<file path="src/rtl/msib_pkg.sv">
package msib_pkg;

    typedef enum logic [2:0] {
        ST_IDLE,
        ST_IND_REQ,
        ST_IND_FAIL,
        ST_SUM_REQ,
        ST_SUM_FAIL,
        ST_NOFN_ERR,
        ST_RAISE
    } msib_state_e;

    localparam logic [7:0] EVT_NO_FUNC    = 8'h01;
    localparam logic [7:0] EVT_IND_ACCESS = 8'h02;

endpackage

</file>
<file path="src/rtl/msib_bitaddr.sv">
module msib_bitaddr #(
    parameter int ADDR_W = 32,
    parameter int OFF_W  = 16,
    parameter int VEC_W  = 11
) (
    input  logic [ADDR_W-1:0] base,
    input  logic [OFF_W-1:0]  off,
    input  logic [VEC_W-1:0]  vec,
    output logic [ADDR_W-1:0] byte_addr,
    output logic [7:0]        mask
);
    localparam int POS_W = ((OFF_W > VEC_W) ? OFF_W : VEC_W) + 1;

    logic [POS_W-1:0] pos;

    always_comb begin
        pos       = POS_W'(off) + POS_W'(vec);
        byte_addr = base + ADDR_W'(pos[POS_W-1:3]);
        mask      = 8'h80 >> pos[2:0];
    end
endmodule

</file>
<file path="src/rtl/msib_ctrl_fsm.sv">
module msib_ctrl_fsm
    import msib_pkg::*;
(
    input  logic       clk,
    input  logic       rst_n,
    input  logic       msi_valid,
    input  logic       fn_bound,
    input  logic       fn_enabled,
    input  logic       mem_ack,
    input  logic       mem_err,
    input  logic [7:0] mem_old,
    output logic       msi_ready,
    output logic       accept,
    output logic       mem_req,
    output logic       sel_sum,
    output logic       irq_strobe,
    output logic       err_valid,
    output logic       err_access
);
    msib_state_e state, state_nx;

    always_ff @(posedge clk) begin
        if (!rst_n) state <= ST_IDLE;
        else        state <= state_nx;
    end

    always_comb begin
        state_nx = state;
        unique case (state)
            ST_IDLE: begin
                if (msi_valid) begin
                    if (!fn_bound)       state_nx = ST_NOFN_ERR;
                    else if (fn_enabled) state_nx = ST_IND_REQ;
                    else                 state_nx = ST_IDLE;
                end
            end
            ST_IND_REQ: begin
                if (mem_ack) state_nx = mem_err ? ST_IND_FAIL : ST_SUM_REQ;
            end
            ST_IND_FAIL: state_nx = ST_SUM_REQ;
            ST_SUM_REQ: begin
                if (mem_ack) begin
                    if (mem_err)              state_nx = ST_SUM_FAIL;
                    else if (mem_old == 8'h00) state_nx = ST_RAISE;
                    else                      state_nx = ST_IDLE;
                end
            end
            ST_SUM_FAIL: state_nx = ST_IDLE;
            ST_NOFN_ERR: state_nx = ST_IDLE;
            ST_RAISE:    state_nx = ST_IDLE;
            default:     state_nx = ST_IDLE;
        endcase
    end

    always_comb begin
        msi_ready  = 1'b0;
        mem_req    = 1'b0;
        sel_sum    = 1'b0;
        irq_strobe = 1'b0;
        err_valid  = 1'b0;
        err_access = 1'b0;
        unique case (state)
            ST_IDLE:     msi_ready = 1'b1;
            ST_IND_REQ:  mem_req = 1'b1;
            ST_IND_FAIL: begin err_valid = 1'b1; err_access = 1'b1; end
            ST_SUM_REQ:  begin mem_req = 1'b1; sel_sum = 1'b1; end
            ST_SUM_FAIL: begin err_valid = 1'b1; err_access = 1'b1; end
            ST_NOFN_ERR: err_valid = 1'b1;
            ST_RAISE:    irq_strobe = 1'b1;
            default:     msi_ready = 1'b0;
        endcase
        accept = msi_ready & msi_valid;
    end


    nofn_evt_chk: assert property (@(posedge clk) disable iff (!rst_n)
        (accept && !fn_bound) |=> (err_valid && !err_access && !mem_req));


    drop_quiet_chk: assert property (@(posedge clk) disable iff (!rst_n)
        (accept && fn_bound && !fn_enabled) |=> (msi_ready && !mem_req && !err_valid && !irq_strobe));


    ind_first_chk: assert property (@(posedge clk) disable iff (!rst_n)
        (accept && fn_bound && fn_enabled) |=> (mem_req && !sel_sum));


    irq_cause_chk: assert property (@(posedge clk) disable iff (!rst_n)
        irq_strobe |-> $past(mem_req && sel_sum && mem_ack && !mem_err && (mem_old == 8'h00)));
endmodule

</file>
<file path="src/rtl/msib_top.sv">
module msib_top
    import msib_pkg::*;
#(
    parameter int ADDR_W      = 32,
    parameter int DATA_W      = 32,
    parameter int VEC_W       = 11,
    parameter int OFF_W       = 16,
    parameter int ISC_W       = 3,
    parameter int FIELD_W     = 32,
    parameter int ERR_VEC_LSB = 4,
    localparam int IDX_W      = DATA_W - VEC_W
) (
    input  logic               clk,
    input  logic               rst_n,
    input  logic               msi_valid,
    input  logic [ADDR_W-1:0]  msi_addr,
    input  logic [DATA_W-1:0]  msi_data,
    output logic               msi_ready,
    output logic [DATA_W-1:0]  rd_data,
    input  logic               fn_bound,
    input  logic               fn_enabled,
    input  logic [ADDR_W-1:0]  ind_base,
    input  logic [OFF_W-1:0]   ind_off,
    input  logic [ADDR_W-1:0]  sum_base,
    input  logic [OFF_W-1:0]   sum_off,
    input  logic [ISC_W-1:0]   fn_isc,
    output logic               mem_req,
    output logic [ADDR_W-1:0]  mem_addr,
    output logic [7:0]         mem_mask,
    input  logic               mem_ack,
    input  logic               mem_err,
    input  logic [7:0]         mem_old,
    output logic               irq_strobe,
    output logic [ISC_W-1:0]   irq_isc,
    output logic               err_valid,
    output logic [7:0]         err_code,
    output logic [IDX_W-1:0]   err_index,
    output logic [ADDR_W-1:0]  err_addr,
    output logic [FIELD_W-1:0] err_field
);
    logic              accept, sel_sum, err_access;
    logic [VEC_W-1:0]  vec_in;
    logic [IDX_W-1:0]  idx_in;
    logic [ADDR_W-1:0] ind_addr_c, sum_addr_c;
    logic [7:0]        ind_mask_c, sum_mask_c;

    logic [IDX_W-1:0]  idx_q;
    logic [VEC_W-1:0]  vec_q;
    logic [ADDR_W-1:0] waddr_q, ind_addr_q, sum_addr_q;
    logic [7:0]        ind_mask_q, sum_mask_q;
    logic [ISC_W-1:0]  isc_q;

    assign vec_in  = msi_data[VEC_W-1:0];
    assign idx_in  = msi_data[DATA_W-1:VEC_W];
    assign rd_data = '1;

    msib_bitaddr #(.ADDR_W(ADDR_W), .OFF_W(OFF_W), .VEC_W(VEC_W)) u_ind_addr (
        .base(ind_base), .off(ind_off), .vec(vec_in),
        .byte_addr(ind_addr_c), .mask(ind_mask_c)
    );

    msib_bitaddr #(.ADDR_W(ADDR_W), .OFF_W(OFF_W), .VEC_W(1)) u_sum_addr (
        .base(sum_base), .off(sum_off), .vec(1'b0),
        .byte_addr(sum_addr_c), .mask(sum_mask_c)
    );

    msib_ctrl_fsm u_fsm (
        .clk(clk), .rst_n(rst_n), .msi_valid(msi_valid),
        .fn_bound(fn_bound), .fn_enabled(fn_enabled),
        .mem_ack(mem_ack), .mem_err(mem_err), .mem_old(mem_old),
        .msi_ready(msi_ready), .accept(accept), .mem_req(mem_req),
        .sel_sum(sel_sum), .irq_strobe(irq_strobe),
        .err_valid(err_valid), .err_access(err_access)
    );

    always_ff @(posedge clk) begin
        if (!rst_n) begin
            idx_q      <= '0;
            vec_q      <= '0;
            waddr_q    <= '0;
            ind_addr_q <= '0;
            ind_mask_q <= '0;
            sum_addr_q <= '0;
            sum_mask_q <= '0;
            isc_q      <= '0;
        end else if (accept) begin
            idx_q      <= idx_in;
            vec_q      <= vec_in;
            waddr_q    <= msi_addr;
            ind_addr_q <= ind_addr_c;
            ind_mask_q <= ind_mask_c;
            sum_addr_q <= sum_addr_c;
            sum_mask_q <= sum_mask_c;
            isc_q      <= fn_isc;
        end
    end

    always_comb begin
        mem_addr  = sel_sum ? sum_addr_q : ind_addr_q;
        mem_mask  = sel_sum ? sum_mask_q : ind_mask_q;
        irq_isc   = isc_q;
        err_code  = err_access ? EVT_IND_ACCESS : EVT_NO_FUNC;
        err_index = err_access ? '0 : idx_q;
        err_addr  = err_access ? '0 : waddr_q;
        err_field = err_access ? '0 : (FIELD_W'(vec_q) << ERR_VEC_LSB);
    end


    req_hold_chk: assert property (@(posedge clk) disable iff (!rst_n)
        (mem_req && !mem_ack) |=> (mem_req && $stable(mem_addr) && $stable(mem_mask)));
endmodule

</file>
<file path="config.mk">
export PLATFORM = sky130hd
export DESIGN_NAME = msib_top
export DESIGN_NICKNAME = d
export VERILOG_FILES = /design/src/rtl/msib_pkg.sv /design/src/rtl/msib_bitaddr.sv /design/src/rtl/msib_ctrl_fsm.sv /design/src/rtl/msib_top.sv
export SDC_FILE = /design/constraint.sdc
export NUM_CORES = 1
export LEC_CHECK = 0
export CAP_MARGIN = 15
export CORE_MARGIN = 2
export CORE_UTILIZATION = 45
export DETAILED_ROUTE_END_ITERATION = 8
export HOLD_SLACK_MARGIN = 0.15
export PLACE_DENSITY = 0.88
export SYNTH_ARGS = -nofsm -noshare
export SYNTH_HDL_FRONTEND = slang
export SYNTH_SLANG_ARGS = --single-unit
export TNS_END_PERCENT = 50
</file>
<file path="constraint.sdc">
create_clock -name clk -period 7.51 [get_ports clk]
set_input_delay 0.751 -clock clk [delete_from_list [all_inputs] [get_ports clk]]
set_output_delay 0.751 -clock clk [all_outputs]
set_load 0.1 [all_outputs]
</file>
==> reports/qor.yml, run 1 <==
die_area_um2: 21900
seqPwrFrac_pct: 29.6
htreeDepth: 4
insertion_delay_ps: 420
syn_avg_cell_area_um2: 7.97
holdWs_ps: 450
hold_depth: 2
worst_setup_path_end_kind: "register"
path_clk_slew_ps: 70
cts_buffers: 17
io_pins: 350
synthFlopType: "dfxtp_1"
ys_ff_latch: 150
start_util_pct: 46.0
fp.dieH_um: 148
netSwitchingPower_mw: 1.35
worstSetupStartpointType: "input pin"
die_w_um: 148
rsz0062_at_grt: "no"
ff2ff_setup_slack_ps: 4590
port_buffers: 290
avgRoutedWirePerCell_um: 15.5
crit_required_ps: 7860
grt_busiest_layer: "met2"
cts-resized-gates: 0
hold_path.startpoint: "sum_addr_q[8]"
met1_usage_pct: 28.2
cp_cell_sequence: "clkdlybuf4s50_1, ha_1, inv_1, fa_1, nor2b_1, o21ai_0, a21boi_1, o21ai_1, o31ai_1, xor2_1, ha_1, nand2_1, nor3_1, o21ai_1, a31oi_4, o211ai_4, or3_1, a31oi_1"
fin_crit_sh_pct: 62.1
hold_path.class: "register to register"
drt_iter0_markers: 355
groute.usage.overall_pct: 23.5
fin_tns_setup_ps: 0
drive_above_1_share_pct: 6.23
setup_viol: 0
grt_pass1_wl_mm: 41.7
floorplan.rows: 52
grt_use_met3_pct: 4.48
vias: 8728
grt_overflow: 0
fill_cells: 1782
grt_antenna_before_repair: 0
grt_max_degree: 99
root_buffer: "clkbuf_16"
cts_hold_buf: 0
fin_nets: 1634
core_um2: 20300
via_per_inst: 5.14
skew_ps: 8.36
drc: 0
p_per_area_nw_per_um2: 244
period_minus_slack_ps: 4670
cts_tree: "done"
cts_setup_buffers: 0
p_leak_nw: 5.02
syn_inst: 1171
gp_congestion: 0.893
whs_endpoint: "sum_addr_q[8]"
grt_pass1_vias: 8423
status: "finished, final reports clean"
critPathSlowestCell: "clkdlybuf4s50_1"
grt_use_met2_pct: 42.0
slew_violations: 0
clock_sinks: 150
ant_nets: 0
ys_warn_count: 0
diodes: 0
critPathArrivalTime_ps: 5010
syn-cell-area_um2: 9330
combPwrFrac_pct: 42.5
cell_internal_pwr_mw: 1.75
synth_edf_count: 0
clock_path_buffers: 2
clkPwrFrac_pct: 28.0
r2r_start: "u_fsm.state[0]"
yosysSeqAreaShare_pct: 32.2
crit_fanout: 7
first_pass_iters: 5
hold_viol_final: 0
dp_hpwl_mm: 19.6
wl_mm: 26.4
worstSetupPathType: "input pin to register"
p_sw_share_pct: 43.6
timing.rr.end: "ind_mask_q[7]"
ir_drop_mv: 0.194
async_flop_share_pct: 0
max_stage_delay_ps: 480
ys_types: 60
timing.fmax_mhz: 214
tightest_slew_ps: 1070
maxSlewHeadroom_pct: 28.8
syn_to_final_growth_pct: 36.2
r2r_cells: 5
cap_violations: 0
flip-flops by register name, indices dropped and copies added (netlist names):
register     flops
u_fsm.state      3
sum_mask_q       8
idx_q           21
vec_q           11
irq_isc          3
sum_addr_q      32
waddr_q         32
ind_mask_q       8
ind_addr_q      32
metal layers:
metal / wire length, um / vias to the layer above
li1: - / 4372
met1: 10800 / 4009
met2: 13300 / 300
met3: 1680 / 47
met4: 597 / 0
met5: 0 / -
per-stage QoR:
step	util [%]	std cells	setup slack, ps	cell area (um^2)	power [mW]
2_1_floorplan	-	1228	3450	9540	1.94
3_3_place_gp	59.7	1666	2590	12100	2.24
3_5_place_dp	59.7	1666	2480	12100	2.25
4_1_cts	62.6	1698	2900	12700	3.12
5_1_grt	62.6	1698	2480	12700	3.24
6_report	62.6	1698	2840	12700	3.10
area by class of cell:
type	count	area, um^2	area share, %
tap	270	338	2.66
sequential	150	3000	23.6
multi-input combinational	934	5770	45.4
inverter	18	67.6	0.532
timing repair buffer	294	2930	23.1
clock buffer	18	429	3.38
clock inverter	14	165	1.30
how the worst max path moves through the flow:
stage / slack [ps] / startpoint / depth (start not counted) / end
after floorplan: 3450 / msi_data[1] / 17 / ind_addr_q[31]
after global placement: 2590 / msi_data[0] / 18 / ind_addr_q[31]
after detailed placement: 2480 / msi_data[1] / 17 / ind_addr_q[27]
after CTS: 2900 / msi_data[0] / 18 / ind_addr_q[27]
after global routing: 2480 / msi_data[0] / 18 / ind_addr_q[27]
final: 2840 / msi_data[0] / 18 / ind_addr_q[27]
critical path, delay by kind of cell:
kind | cells | cell delay, ps
buffers and inverters | 2 | 540
AOI/OAI and AO/OA | 8 | 1750
and+or+nand+nor | 4 | 820
adders and majority gates | 3 | 1020
xor gates and xnor gates | 1 | 120
power groups by stage:
stage          Sequential, mW  Clock (mW)  Combinational, mW
6_report                0.916       0.867               1.32
5_1_grt                 0.925       0.916               1.40
4_1_cts                 0.916       0.883               1.32
3_5_place_dp            0.933           0               1.32
3_3_place_gp            0.930           0               1.31
2_1_floorplan           0.924           0               1.01
kinds of logic after synthesis:
| kind of cell | after synthesis | share of synthesized area, % |
|---|---|---|
| XOR/XNOR | 66 | 6.20 |
| adder cells (fa/ha/maj) | 41 | 5.74 |
| AND/OR/NAND/NOR | 440 | 22.7 |
| flip-flops | 150 | 32.2 |
| AO/OA/AOI/OAI | 286 | 19.6 |
| multiplexers | 42 | 5.06 |
| other | 2 | 0.0805 |
| buffers and inverters | 144 | 8.44 |
Yosys cell counts (all sizes together), types with 9 or more instances:
cell type  instances  area, um^2
a21boi            84         631
a21o              12        90.1
a21oi             66         334
a31oi              9        71.3
and2              18         113
and3              13        81.3
buf               82         554
clkbuf            44         165
dfxtp            150        3000
ha                38         475
inv               18        67.6
mux2              41         462
nand2            219         822
nand3             21         105
nand4             19         125
nor2              32         120
nor2b             77         482
nor3              11        55.1
o21ai             84         420
xnor2             28         245
xor2              38         333
layout by cell type, fill, tap and decap left out, types with 6 or more instances in the layout:
cell type / Yosys / final
nand4_1: 18 / 18
and3_1: 13 / 13
clkbuf_16: 0 / 17
dfxtp_1: 150 / 150
nor4_1: 6 / 6
nor3_1: 11 / 11
mux2_2: 41 / 41
a21oi_1: 65 / 65
and2_1: 17 / 16
ha_1: 38 / 38
a21o_1: 12 / 12
nand2_1: 219 / 217
o21ai_0: 73 / 73
xnor2_1: 28 / 28
nand3_1: 21 / 21
a21boi_0: 82 / 82
xor2_1: 38 / 38
nor2_1: 32 / 31
o21ai_1: 11 / 11
conb_1: 2 / 59
inv_1: 18 / 18
nor2b_1: 77 / 77
clkdlybuf4s50_1: 0 / 289
o21a_1: 6 / 6
a31oi_1: 8 / 8
No activity file was read; power rests on OpenSTA's default activity.
==> inputs of run 2 (changes only) <==
--- a/config.mk
+++ b/config.mk
@@ -7,10 +7,10 @@
 export LEC_CHECK = 0
 export CAP_MARGIN = 15
 export CORE_MARGIN = 2
-export CORE_UTILIZATION = 45
+export CORE_UTILIZATION = 41
 export DETAILED_ROUTE_END_ITERATION = 8
 export HOLD_SLACK_MARGIN = 0.15
-export PLACE_DENSITY = 0.88
+export PLACE_DENSITY = 0.85
 export SYNTH_ARGS = -nofsm -noshare
 export SYNTH_HDL_FRONTEND = slang
 export SYNTH_SLANG_ARGS = --single-unit
==> constraint.sdc (replaced) <==
create_clock -name clk -period 3.9 [get_ports clk]
set_input_delay 0.39 -clock clk [delete_from_list [all_inputs] [get_ports clk]]
set_output_delay 0.39 -clock clk [all_outputs]
set_load 0.1 [all_outputs]
==> run 2 against run 1 <==
Effect of this change:
- routed wire length grew 3.9%
- non-clock buffer count grew 47
- power grew 97%
- die area grew 9.5%
- via count grew 3.9%
- clock skew is essentially flat
- global-route usage shrank 1.8 points
- count of clock-buffer cells in the layout is the same
- sequential power grew 93%
- highest routed layer unchanged
==> reports/qor.yml, run 2 (same netlist as run 1, synthesis figures left out) <==
path_clk_slew_ps: 70  # about the same
place_inst: 1726  # +3.6%
grt_antenna_before_repair: 0  # unchanged
root_buffer: "clkbuf_16"
grt_pass1_wl_mm: 42.2  # +1.2%
vias: 9070  # +3.9%
hold_path.class: "input pin to register"
core_um2: 22500  # +11%
cts_tree: "done"
floorplan.rows: 55  # +5.8%
grt_overflow: 0  # unchanged
crit_required_ps: 4200  # -3660 ps
avgRoutedWirePerCell_um: 15.6  # +0.17%
timing.fmax_mhz: 267
gp_congestion: 0.885  # -0.87%
via_per_inst: 5.15  # +0.20%
groute.usage.overall_pct: 21.6  # -1.8 points
hold_viol_final: 0  # unchanged
slew_violations: 0  # unchanged
wl_mm: 27.4  # +3.9%
fin_crit_sh_pct: 96.1
cts_buffers: 17  # unchanged
cp_cell_sequence: "clkdlybuf4s50_1, ha_4, a211o_1, a21oi_2, a21oi_2, a221oi_2, nor2_1, xor2_1, ha_1, buf_6, o211ai_1, o21ai_1, a31oi_2, a21oi_4, nand4_1, xor2_1, a21oi_1"
fin_nets: 1682  # +2.9%
io_pins: 350  # unchanged
maxSlewHeadroom_pct: 33.0  # +4.2 points
worst_setup_path_end_kind: "register"
tightest_slew_ps: 1000  # -63.8 ps
syn_to_final_growth_pct: 39.4
layout_common_cells: "nand2_1 (217), clkdlybuf4s50_1 (205), dfxtp_1 (150), buf_4 (129), a21boi_0 (82)"
fin_tns_setup_ps: 0  # unchanged
cap_violations: 0  # unchanged
setup_ws_ps: 154  # -2690 ps
cp_top_family: "compound AO/OA/AOI/OAI gates"
p_per_area_nw_per_um2: 469  # +92%
insertion_delay_ps: 420  # about the same
largestRegisters: "ind_addr_q x32, sum_addr_q x32, waddr_q x32"
fill_cells: 1997  # +12%
cp.buffers_inverters: 2  # unchanged
start_util_pct: 41.5  # -4.5 points
drive_above_1_share_pct: 15.8  # +9.6 points
clock_sinks: 150  # unchanged
fp.dieH_um: 155  # +4.6%
die_w_um: 155  # +4.6%
ant_nets: 0  # unchanged
setup_viol: 0  # unchanged
max_stage_delay_ps: 510  # +30 ps
critPathSlowestCell: "clkdlybuf4s50_1"
diodes: 0  # unchanged
port_buffers: 290  # unchanged
htreeDepth: 4  # unchanged
pre_cts_slack_ps: -580  # -3060 ps
clock_path_buffers: 2  # unchanged
skew_ps: 8.01  # -0.350 ps
dp_hpwl_mm: 20.4  # +4.0%
holdWs_ps: 301  # -148 ps
critPathArrivalTime_ps: 4050  # -960 ps
cts_hold_buf: 0  # unchanged
crit_fanout: 5  # -2
first_pass_iters: 4  # -1
drt_iter0_markers: 470  # +32%
die_area_um2: 24000  # +9.5%
grt_pass1_vias: 8527  # +1.2%
worstSetupStartpointType: "input pin"
worstSetupPathType: "input pin to register"
status: "finished, final reports clean"
p_leak_nw: 5.45  # +8.7%
ir_drop_mv: 0.283  # +46%
grt_max_degree: 78  # -21%
finalNonFillerCells: 1761  # +3.7%
period_minus_slack_ps: 3750
mostFrequentLayoutCell: "nand2_1"
drc: 0  # unchanged
## run 2: changes by cell type in the layout (fill, tap and decap cells not counted), moves of 3 or more
cell,previous run,this run
buf_4,5,129
dlymetal6s2s_1,0,5
a21oi_2,1,4
o21ai_2,0,4
clkdlybuf4s50_1,289,205
a21oi_1,65,62
ha_1,38,35
## run 2: area by class of cell
cell class,instances,area (um^2),area share [%]
well taps,285,357,2.74
flip-flops and latches,150,3000,23.1
inverters,18,67.6,0.520
clock inverters,14,163,1.25
multi-input cells,935,5860,45.1
repair buffers,341,3110,24.0
clock buffers,18,439,3.38
## run 2: worst paths after layout
check,slack [ps],depth (start not counted),startpoint,to
worst max-delay path,150,17,ind_off[2],ind_addr_q[22]
worst min-delay path,300,3,msi_data[2],vec_q[2]
worst max register to register,1600,5,u_fsm.state[0],sum_mask_q[4]
worst min register to register,450,2,sum_addr_q[10],sum_addr_q[10]
## run 2: repair_timing
| item | in CTS | in global routing |
|---|---|---|
| setup buffers | 0 | 2 |
| gates resized for setup | 2 | 22 |
| cloned | 0 | 1 |
| endpoints found under the setup margin | 10 | 21 |
| pin swaps | 0 | 19 |
## run 2: routing by layer
metal | track usage (%) | wire (um)
met1 | 24.7 | 10900
met4 | 6.79 | 663
met2 | 40.0 | 14100
met5 | 0 | 0
met3 | 4.85 | 1730
## run 2: worst reg2reg max path, delay by kind of cell (launching register included)
kind                   cells  cell delay (ps)
AO/OA/AOI/OAI              1              220
buffers and inverters      1              570
flip-flops                 1              420
AND/OR/NAND/NOR            3             1010
## run 2: stage by stage
step / utilization [%] / power [mW] / cell area (um^2)
2_1_floorplan: - / 3.73 / 9550
3_3_place_gp: 54.6 / 4.39 / 12300
3_5_place_dp: 54.6 / 4.41 / 12300
4_1_cts: 57.3 / 6.12 / 12900
5_1_grt: 57.8 / 6.37 / 13000
6_report: 57.8 / 6.10 / 13000
## run 2: where the power goes
| part | internal (mW) | switching (mW) | leakage [nW] |
|---|---|---|---|
| logic | 0.789 | 1.85 | 3.94 |
| clock network | 0.929 | 0.761 | 0.285 |
| registers | 1.68 | 0.0845 | 1.23 |
==> inputs of run 3 (changes only) <==
--- a/config.mk
+++ b/config.mk
@@ -5,12 +5,14 @@
 export SDC_FILE = /design/constraint.sdc
 export NUM_CORES = 1
 export LEC_CHECK = 0
+export ABC_AREA = 0
 export CAP_MARGIN = 15
 export CORE_MARGIN = 2
 export CORE_UTILIZATION = 41
 export DETAILED_ROUTE_END_ITERATION = 8
 export HOLD_SLACK_MARGIN = 0.15
 export PLACE_DENSITY = 0.85
+export REMOVE_ABC_BUFFERS = 1
 export SYNTH_ARGS = -nofsm -noshare
 export SYNTH_HDL_FRONTEND = slang
 export SYNTH_SLANG_ARGS = --single-unit
==> run 3 against run 2 <==
Effect of this change:
- cell area about the same
- count of clock-buffer cells in the layout increased by 1
- die area unchanged
- maximum frequency decreased by 0.48%
- critical endpoint is now ind_addr_q[25]
- critical path depth decreased by 1
- clock skew decreased by 0.80 ps
- first-iteration DRC count increased by 24%
- largest power group unchanged
==> reports/qor.yml, run 3 (same netlist as run 1, synthesis figures left out) <==
drive_above_1_share_pct: 17.7  # +1.9 points
slew_violations: 0  # unchanged
worst_setup_path_end_kind: "register"
crit_fanout: 6  # +1
hold_viol_final: 0  # unchanged
critPathArrivalTime_ps: 4110  # +60 ps
setup_viol: 0  # unchanged
p_leak_nw: 5.51  # +1.1%
dp_hpwl_mm: 19.9  # -2.5%
io_pins: 350  # unchanged
floorplan.rows: 55  # unchanged
ant_nets: 0  # unchanged
cts_buffers: 17  # unchanged
max_stage_delay_ps: 530  # +20 ps
worstSetupPathType: "input pin to register"
die_w_um: 155  # unchanged
die_area_um2: 24000  # unchanged
maxSlewHeadroom_pct: 26.9  # -6.1 points
skew_ps: 7.21  # -0.801 ps
hold_path.class: "input pin to register"
core_um2: 22500  # unchanged
grt_antenna_before_repair: 1  # +1
cts_tree: "done"
status: "finished, final reports clean"
grt_pass1_vias: 8598  # +0.83%
final_cell_area_um2: 13000  # about the same
post-route-util_pct: 57.8  # about the same
grt_max_degree: 141  # +81%
fin_crit_sh_pct: 96.5  # +0.46 points
path_clk_slew_ps: 60  # about the same
port_buffers: 290  # unchanged
syn_to_final_growth_pct: 39.4  # about the same
cp_cell_sequence: "clkdlybuf4s50_1, ha_4, a211o_1, a21oi_2, a21oi_2, a221oi_2, nor2_1, xor2_1, ha_1, nand2_1, nor3_2, o21ai_2, a31oi_4, o211ai_4, or3_1, a31oi_2"
layout_common_cells: "nand2_1 (217), clkdlybuf4s50_1 (182), buf_4 (154), dfxtp_1 (150), a21boi_0 (82)"
tightest_slew_ps: 1090  # +91.0 ps
insertion_delay_ps: 430  # about the same
htreeDepth: 4  # unchanged
period_minus_slack_ps: 3760  # +18.1 ps
timing.fmax_mhz: 266  # -0.48%
clock_path_buffers: 2  # unchanged
vias: 9036  # -0.37%
critPathSlowestCell: "clkdlybuf4s50_1"
drc: 0  # unchanged
fin_nets: 1684  # +0.12%
drt_iter0_markers: 581  # +24%
wl_mm: 27.7  # +1.1%
grt_pass1_wl_mm: 42.8  # +1.5%
first_pass_iters: 4  # unchanged
gp_congestion: 0.926  # +4.6%
groute.usage.overall_pct: 22.0  # +0.37 points
worstSetupStartpointType: "input pin"
cap_violations: 0  # unchanged
p_per_area_nw_per_um2: 470  # +0.13%
fp.dieH_um: 155  # unchanged
place_area_um2: 12200  # -0.55%
cpMostUsedCell: "a21oi_2"
avgRoutedWirePerCell_um: 15.7  # +0.97%
grt_overflow: 0  # unchanged
via_per_inst: 5.12  # -0.54%
start_util_pct: 41.5  # unchanged
largestRegisters: "ind_addr_q x32, sum_addr_q x32, waddr_q x32"
clock_sinks: 150  # unchanged
mostFrequentLayoutCell: "nand2_1"
ir_drop_mv: 0.255  # -10%
cts_hold_buf: 0  # unchanged
root_buffer: "clkbuf_16"
crit_required_ps: 4250  # +50 ps
==> run 3: critical path, delay by kind of cell <==
kind / cells / cell delay [ps]
compound gates: 8 / 1570
simple gates: 4 / 830
fa+ha+maj: 2 / 590
buf+inv: 1 / 530
xor+xnor: 1 / 180
==> run 3: final timing paths <==
kind,startpoint,endpoint,slack [ps],depth (start not counted)
max,ind_off[2],ind_addr_q[25],140,16
min,msi_data[0],vec_q[0],280,3
max reg2reg,u_fsm.state[0],sum_mask_q[3],1580,6
min reg2reg,sum_addr_q[16],sum_addr_q[16],450,2
==> run 3: layer usage <==
| metal | vias up | global-route usage (%) | wire, um |
|---|---|---|---|
| li1 | 4478 | - | - |
| met1 | 4118 | 26.6 | 11500 |
| met2 | 379 | 38.5 | 13700 |
| met3 | 61 | 4.46 | 1790 |
| met4 | 0 | 8.47 | 780 |
| met5 | - | 0 | 0 |
==> run 3: what timing repair did <==
action	4_1_cts	5_1_grt
gates cloned	0	1
endpoints found under the setup margin	9	22
endpoints found under the hold margin	0	0
resized for setup	5	28
pin swaps	3	21
buffers inserted	0	6
==> run 3: stage by stage <==
stage | power (mW) | setup WS (ps) | hold slack, ps | instances | setup TNS, ps
global placement | 4.34 | -392 | 430 | 1724 | -6350
global route | 6.39 | -18.4 | 286 | 1764 | -18.4
finish | 6.11 | 136 | 276 | 1764 | 0
floorplan | 3.64 | -2360 | 420 | 1102 | -405140
detailed placement | 4.36 | -490 | 440 | 1724 | -7800
CTS | 6.09 | 4.04 | 455 | 1756 | 0
==> run 3: report_power, final <==
group	internal [mW]	switching (mW)	total (mW)
clock	1.02	0.693	1.71
sequential	1.68	0.0778	1.76
combinational	0.790	1.85	2.64
total	3.49	2.62	6.11
==> run 3: area by class of cell <==
type	count	area, um^2
Fill cell	1977	9500
Multi-Input combinational cell	935	5890
Timing Repair Buffer	343	3080
Sequential cell	150	3000
Clock buffer	19	433
Tap cell	285	357
Clock inverter	13	170
Inverter	18	67.6
Antenna cell	1	2.50
